File: config.mk
export PLATFORM = sky130hd
export DESIGN_NAME = burst_read_port
export DESIGN_NICKNAME = d
export VERILOG_FILES = /design/src/rtl/brp_pkg.sv /design/src/rtl/brp_sync.sv /design/src/rtl/brp_addr_gen.sv /design/src/rtl/brp_rd_fsm.sv /design/src/rtl/burst_read_port.sv
export SDC_FILE = /design/constraint.sdc
export NUM_CORES = 1
export LEC_CHECK = 0
export CORE_MARGIN = 5
export CORE_UTILIZATION = 55
export CTS_BUF_LIST = sky130_fd_sc_hd__clkbuf_2 sky130_fd_sc_hd__clkbuf_4 sky130_fd_sc_hd__clkbuf_8
export DETAILED_ROUTE_END_ITERATION = 10
export PLACE_DENSITY = 0.88
export RECOVER_POWER = 50
export SETUP_SLACK_MARGIN = 0.4
export SYNTH_ARGS = -nofsm -noshare
export SYNTH_HDL_FRONTEND = slang
export SYNTH_SLANG_ARGS = --single-unit
File: constraint.sdc
create_clock -name clk -period 3.34 [get_ports clk]
set_clock_uncertainty 0.05 [all_clocks]
set_input_delay 0.668 -clock clk [delete_from_list [all_inputs] [get_ports clk]]
set_output_delay 0.668 -clock clk [all_outputs]
set_load 0.03 [all_outputs]
File: src/rtl/brp_pkg.sv
package brp_pkg;

    typedef enum logic [1:0] {
        RD_IDLE  = 2'd0,
        RD_WAIT  = 2'd1,
        RD_VALID = 2'd2
    } rd_state_t;

endpackage

File: src/rtl/brp_sync.sv
module brp_sync #(
    parameter int          WIDTH   = 1,
    parameter int          STAGES  = 2,
    parameter logic [WIDTH-1:0] RST_VAL = '0
) (
    input  logic             clk,
    input  logic             rst_n,
    input  logic [WIDTH-1:0] d_i,
    output logic [WIDTH-1:0] q_o
);

    logic [WIDTH-1:0] stg [STAGES];

    always_ff @(posedge clk or negedge rst_n) begin
        if (!rst_n) begin
            for (int i = 0; i < STAGES; i++) stg[i] <= RST_VAL;
        end else begin
            stg[0] <= d_i;
            for (int i = 1; i < STAGES; i++) stg[i] <= stg[i-1];
        end
    end

    assign q_o = stg[STAGES-1];

endmodule

File: src/rtl/brp_addr_gen.sv
module brp_addr_gen #(
    parameter int ADDR_W = 11
) (
    input  logic              clk,
    input  logic              rst_n,
    input  logic              latch_i,
    input  logic [ADDR_W-1:0] start_addr_i,
    input  logic              step_i,
    input  logic              pass_i,
    input  logic [ADDR_W-1:0] pass_addr_i,
    output logic [ADDR_W-1:0] addr_o
);

    logic [ADDR_W-1:0] base_q;
    logic [ADDR_W-1:0] offset_q;

    always_ff @(posedge clk or negedge rst_n) begin
        if (!rst_n) begin
            base_q   <= '0;
            offset_q <= '0;
        end else if (latch_i) begin
            base_q   <= start_addr_i;
            offset_q <= '0;
        end else if (step_i) begin
            offset_q <= offset_q + 1'b1;
        end
    end

    always_comb begin
        if (pass_i) addr_o = pass_addr_i;
        else        addr_o = base_q + offset_q;
    end

    assert_offset_cleared_R7: assert property (@(posedge clk) disable iff (!rst_n)
        latch_i |=> (offset_q == '0));

    assert_offset_advance_R6: assert property (@(posedge clk) disable iff (!rst_n)
        (step_i && !latch_i) |=> (offset_q == $past(offset_q) + 1'b1));

    assert_offset_hold_R9: assert property (@(posedge clk) disable iff (!rst_n)
        (!step_i && !latch_i) |=> $stable(offset_q));

endmodule

File: src/rtl/brp_rd_fsm.sv
module brp_rd_fsm
    import brp_pkg::*;
#(
    parameter int READY_LAT = 2
) (
    input  logic clk,
    input  logic rst_n,
    input  logic cs_act_i,
    input  logic rd_fall_i,
    input  logic rd_rise_i,
    output logic ready_o,
    output logic drive_o,
    output logic step_o
);

    localparam int CNT_W = (READY_LAT > 1) ? $clog2(READY_LAT) : 1;
    localparam logic [CNT_W-1:0] CNT_LAST = CNT_W'(READY_LAT - 1);

    rd_state_t        state_q, state_d;
    logic [CNT_W-1:0] cnt_q;

    always_comb begin
        state_d = state_q;
        unique case (state_q)
            RD_IDLE:  if (cs_act_i && rd_fall_i) state_d = RD_WAIT;
            RD_WAIT: begin
                if (!cs_act_i || rd_rise_i) state_d = RD_IDLE;
                else if (cnt_q == CNT_LAST) state_d = RD_VALID;
            end
            RD_VALID: if (!cs_act_i || rd_rise_i) state_d = RD_IDLE;
            default:  state_d = RD_IDLE;
        endcase
    end

    always_ff @(posedge clk or negedge rst_n) begin
        if (!rst_n) begin
            state_q <= RD_IDLE;
            cnt_q   <= '0;
        end else begin
            state_q <= state_d;
            if (state_q == RD_WAIT && state_d == RD_WAIT) cnt_q <= cnt_q + 1'b1;
            else                                          cnt_q <= '0;
        end
    end

    always_comb begin
        ready_o = (state_q != RD_WAIT);
        drive_o = (state_q != RD_IDLE);
        step_o  = cs_act_i && rd_rise_i && (state_q != RD_IDLE);
    end

    assert_ready_fall_cause_R4: assert property (@(posedge clk) disable iff (!rst_n)
        $fell(ready_o) |-> $past(cs_act_i && rd_fall_i));

    assert_abort_idle_R9: assert property (@(posedge clk) disable iff (!rst_n)
        !cs_act_i |=> (state_q == RD_IDLE));

    assert_drive_while_low_R5: assert property (@(posedge clk) disable iff (!rst_n)
        !ready_o |-> drive_o);

    assert_early_release_R8: assert property (@(posedge clk) disable iff (!rst_n)
        (state_q == RD_WAIT && rd_rise_i) |=> (ready_o && !drive_o));

endmodule

File: src/rtl/burst_read_port.sv
module burst_read_port #(
    parameter int ADDR_W    = 11,
    parameter int DATA_W    = 8,
    parameter int READY_LAT = 2,
    parameter int SYNC_N    = 2
) (
    input  logic              clk,
    input  logic              rst_n,
    input  logic              bus_cs_n,
    input  logic              bus_ale,
    input  logic [ADDR_W-1:0] bus_addr,
    input  logic              bus_rd_n,
    output logic [ADDR_W-1:0] rf_addr_o,
    input  logic [DATA_W-1:0] rf_data_i,
    output logic [DATA_W-1:0] bus_data_o,
    output logic              bus_data_oe_o,
    output logic              bus_ready_o
);

    localparam logic [2:0] CTL_IDLE = 3'b101;

    logic [2:0]        ctl_s;
    logic [ADDR_W-1:0] addr_s, addr_q;
    logic              ale_q, rd_act_q;
    logic              cs_act, ale_s, rd_act;
    logic              ale_fall, rd_fall, rd_rise, latch, step, drive;

    brp_sync #(.WIDTH(3), .STAGES(SYNC_N), .RST_VAL(CTL_IDLE)) u_ctl_sync (
        .clk   (clk),
        .rst_n (rst_n),
        .d_i   ({bus_cs_n, bus_ale, bus_rd_n}),
        .q_o   (ctl_s)
    );

    brp_sync #(.WIDTH(ADDR_W), .STAGES(SYNC_N), .RST_VAL('0)) u_addr_sync (
        .clk   (clk),
        .rst_n (rst_n),
        .d_i   (bus_addr),
        .q_o   (addr_s)
    );

    assign cs_act = ~ctl_s[2];
    assign ale_s  = ctl_s[1];
    assign rd_act = ~ctl_s[0];

    always_ff @(posedge clk or negedge rst_n) begin
        if (!rst_n) begin
            ale_q    <= 1'b0;
            rd_act_q <= 1'b0;
            addr_q   <= '0;
        end else begin
            ale_q    <= ale_s;
            rd_act_q <= rd_act;
            addr_q   <= addr_s;
        end
    end

    assign ale_fall = ale_q & ~ale_s;
    assign rd_fall  = rd_act & ~rd_act_q;
    assign rd_rise  = ~rd_act & rd_act_q;
    assign latch    = ale_fall & cs_act;

    brp_addr_gen #(.ADDR_W(ADDR_W)) u_addr_gen (
        .clk          (clk),
        .rst_n        (rst_n),
        .latch_i      (latch),
        .start_addr_i (addr_q),
        .step_i       (step),
        .pass_i       (ale_s & cs_act),
        .pass_addr_i  (addr_s),
        .addr_o       (rf_addr_o)
    );

    brp_rd_fsm #(.READY_LAT(READY_LAT)) u_rd_fsm (
        .clk       (clk),
        .rst_n     (rst_n),
        .cs_act_i  (cs_act),
        .rd_fall_i (rd_fall),
        .rd_rise_i (rd_rise),
        .ready_o   (bus_ready_o),
        .drive_o   (drive),
        .step_o    (step)
    );

    assign bus_data_oe_o = drive;
    assign bus_data_o    = drive ? rf_data_i : '0;

    assert_no_drive_without_cs_R3: assert property (@(posedge clk) disable iff (!rst_n)
        !cs_act |=> !bus_data_oe_o);

    assert_latch_only_on_fall_R2: assert property (@(posedge clk) disable iff (!rst_n)
        latch |-> $past(ale_s));

endmodule

==> flow_summary.yaml, run 1 <==
sta:
  drv_slew: 0
  rsz0062_at_grt: "yes"
  hold_viol: 0
  slew_headroom: 0.309
  period_share: 0.883
  tns_ns: 0
  finalSetupViolCount: 0
  worstMarginPinSlew_ns: 1.04
  layout_min_cycle_time_ns: 2.95
  timing.fmax_ghz: 0.339
synthesis:
  synth-simple-area-share: 0.158
  synth_compound_area_frac: 0.0649
  synth_top_family_by_area: "simple AND/OR/NAND/NOR gates"
  synth_edf_count: 0
  yosysWarnings: 0
  syn_area_um2: 2800
  syn-instance-count: 236
  synth-main-ff-cell: "dfrtp_1"
  synth_mux_area_frac: 0.0546
  synthArstFlopShare: 1.00
  synth_cell_types: 37
  syn_avg_cell_area_um2: 11.8
  synth_xor_area_frac: 0.0501
  seq_area_frac_synth: 0.593
  synth-seq-cells: 66
  synth_nets: 272
  synth_fa_ha_area_frac: 0.0564
detailed_routing:
  drt-total-wl_mm: 6.28
  vias_per_cell: 5.52
  drt_pre_antenna_iters: 4
  initialDrtViolationCount: 171
  wl_per_cell_um: 17.0
  ant_nets: 0
  drc: 0
  vias: 2043
setup_path:
  r2r_start: "u_ctl_sync.q_o[0]$_DFF_PN1_"
  crit_path_max_fanout: 3
  cpPeakStageDelay_ns: 0.42
  cp-start-kind: "flip-flop"
  r2r_end: "u_addr_gen.offset_q[4]$_DFFE_PN0P_"
  slowest_stage: "dfrtp_1"
  reg2reg_slack_ns: 1.59
  cp_cell_sequence: "ha_4 > inv_2 > fa_2 > nand2b_4 > a21oi_4 > o211ai_1 > mux2i_1 > nor2_1 > buf_4"
  setup.worst_path.class: "flip-flop to output port"
  cp-end-kind: "output port"
  cp.required_ns: 2.62
  arrival_ns: 2.23
  critPathTopFamily: "adder cells"
  crit_buf_inv: 2
  worstRegToRegCells: 5
die:
  die_w_um: 81.3
  num_rows: 26
  start_util: 0.558
  core_area_um2: 5010
  ios: 45
  dieArea_um2: 6610
  die_height_um: 81.3
cts:
  cts_buffers: 9
  cts.sinks: 66
  cts_tree: "built"
  h-tree-depth: 3
  clock-root-buffer: "clkbuf_8"
  clk_latency_ns: 0.34
  clock_path_buffers: 2
  clk_pin_slew_ns: 0.07
power:
  p_leak_nw: 1.64
  vdd_drop_max_v: 0.000436
  powerDensity_nw_per_um2: 562
global_route:
  grtUsageTotal: 0.200
  grt_pass1_wl_mm: 9.65
  grt_max_degree: 33
  grt_pass1_vias: 1992
  overflow: 0
  antenna_found_initial: 0
final_layout:
  num_antenna_cells: 0
  syn_to_final_growth_pct: 31.5
  nets: 331
  drive_gt1_frac: 0.220
  finalCoreUtilization: 0.734
min_path:
  hold_class: "flip-flop to flip-flop"
  holdPathEnd: "u_addr_sync.q_o[0]$_DFF_PN0_"
  min_from: "u_addr_sync.stg[11]$_DFF_PN0_"
  whs_path_depth: 0
outcome:
  status: "completed"
placed_design:
  port_buffers: 44
  globalplace.congestion: 0.858
  dp_hpwl_mm: 3.83
run:
  max_cap_viol_count: 0
==> registers in the layout (all words and copies together), names as in the netlist <==
signal               count
addr_q                  11
ale_q                    1
rd_act_q                 1
u_addr_gen.base_q       11
u_addr_gen.offset_q     11
u_addr_sync.q_o         11
u_addr_sync.stg         11
u_ctl_sync.q_o           3
u_ctl_sync.stg           3
u_rd_fsm.cnt_q           1
u_rd_fsm.state_q         2
==> final cells by class <==
cell class,instances,area (µm²)
Clock buffer,10,131
Clock inverter,6,115
Inverter,7,26.3
Sequential cell,66,1660
Timing Repair Buffer,55,492
Tap cell,70,87.6
Multi-Input combinational cell,156,1160
Fill cell,330,1340
==> where the power goes <==
group	internal, mW	total [mW]	leakage (nW)	switching [mW]
combinational	0.160	0.363	0.728	0.204
clock	0.506	0.805	0.120	0.299
sequential	0.854	0.895	0.795	0.0408
==> metrics by stage <==
step / hold WS (ns) / power, mW / cells / area (µm²) / worst slack, ns
after floorplan: 0.281 / 1.09 / 236 / 2800 / 0.536
after global placement: 0.282 / 1.22 / 349 / 3320 / 0.169
after detailed placement: 0.286 / 1.24 / 349 / 3320 / 0.167
after CTS: 0.172 / 2.05 / 366 / 3580 / 0.222
after global routing: 0.308 / 2.16 / 370 / 3670 / 0.310
final: 0.300 / 2.06 / 370 / 3670 / 0.392
==> Yosys cell counts, types with 5 or more instances <==
library cell  count  area share
xnor2_1           5       0.016
nor2_1           25       0.034
and3_1            5       0.011
inv_1             7      0.0094
a21oi_1          15       0.027
ha_1             11       0.049
o211ai_1          5       0.013
dfrtp_1          62        0.56
nor3_1            5      0.0090
nor2b_1           9       0.020
xor2_1           11       0.034
o21ai_0           5      0.0090
mux2_2           10       0.040
nand2_1          21       0.028
==> logic make-up (layout without fill, tap and decap cells) <==
| kind of cell | after synthesis | count (layout) |
|---|---|---|
| adder cells (fa/ha/maj) | 12 | 12 |
| AND/OR/NAND/NOR | 83 | 83 |
| multiplexers | 14 | 14 |
| flip-flops | 66 | 66 |
| buffers and inverters | 14 | 78 |
| AO/OA/AOI/OAI | 31 | 31 |
| XOR/XNOR | 16 | 16 |
==> placed cells by master (no fill, tap or decap), types with 10 or more instances in the layout <==
cell type,count
xor2_1,11
buf_4,14
a21oi_1,12
dfrtp_1,61
nor2_1,24
dlygate4sd3_1,14
mux2_2,10
clkdlybuf4s50_1,18
nand2_1,21
==> routing by layer <==
| layer | up-vias | part of all wire | global-route usage |
|---|---|---|---|
| met3 | 15 | 0.077 | 0.0654 |
| met4 | 0 | 0.025 | 0.0946 |
| met2 | 91 | 0.50 | 0.318 |
| li1 | 919 | - | - |
| met1 | 1018 | 0.40 | 0.248 |
| met5 | - | 0 | 0 |
==> how the worst max path moves through the flow <==
| stage | start | to | slack, ns | depth (start not counted) |
|---|---|---|---|---|
| 5_1_grt | u_addr_gen.base_q[0]$_DFFE_PN0P_ | rf_addr_o[6] | 0.31 | 9 |
| 4_1_cts | u_addr_gen.base_q[0]$_DFFE_PN0P_ | rf_addr_o[8] | 0.22 | 9 |
| 3_3_place_gp | u_addr_gen.offset_q[0]$_DFFE_PN0P_ | rf_addr_o[6] | 0.17 | 9 |
| 2_1_floorplan | u_addr_gen.offset_q[0]$_DFFE_PN0P_ | rf_addr_o[4] | 0.54 | 8 |
| 6_report | u_addr_gen.base_q[0]$_DFFE_PN0P_ | rf_addr_o[8] | 0.39 | 9 |
| 3_5_place_dp | u_addr_gen.base_q[0]$_DFFE_PN0P_ | rf_addr_o[8] | 0.17 | 9 |
==> timing repair <==
item,CTS,global route
pin swaps,1,6
setup buffers,1,4
gates resized for setup,48,25
hold endpoints to repair,0,0
hold buffers,0,0
setup endpoints to repair,11,9
Power figures use the tool's default switching activity.
==> inputs of run 2 (changes only) <==
Settings changed: ABC_CLOCK_PERIOD_IN_PS set to 3340, CAP_MARGIN set to 30.
==> results of run 2 <==
Same layout as run 1: the final DEF is identical, and so are final timing and power.
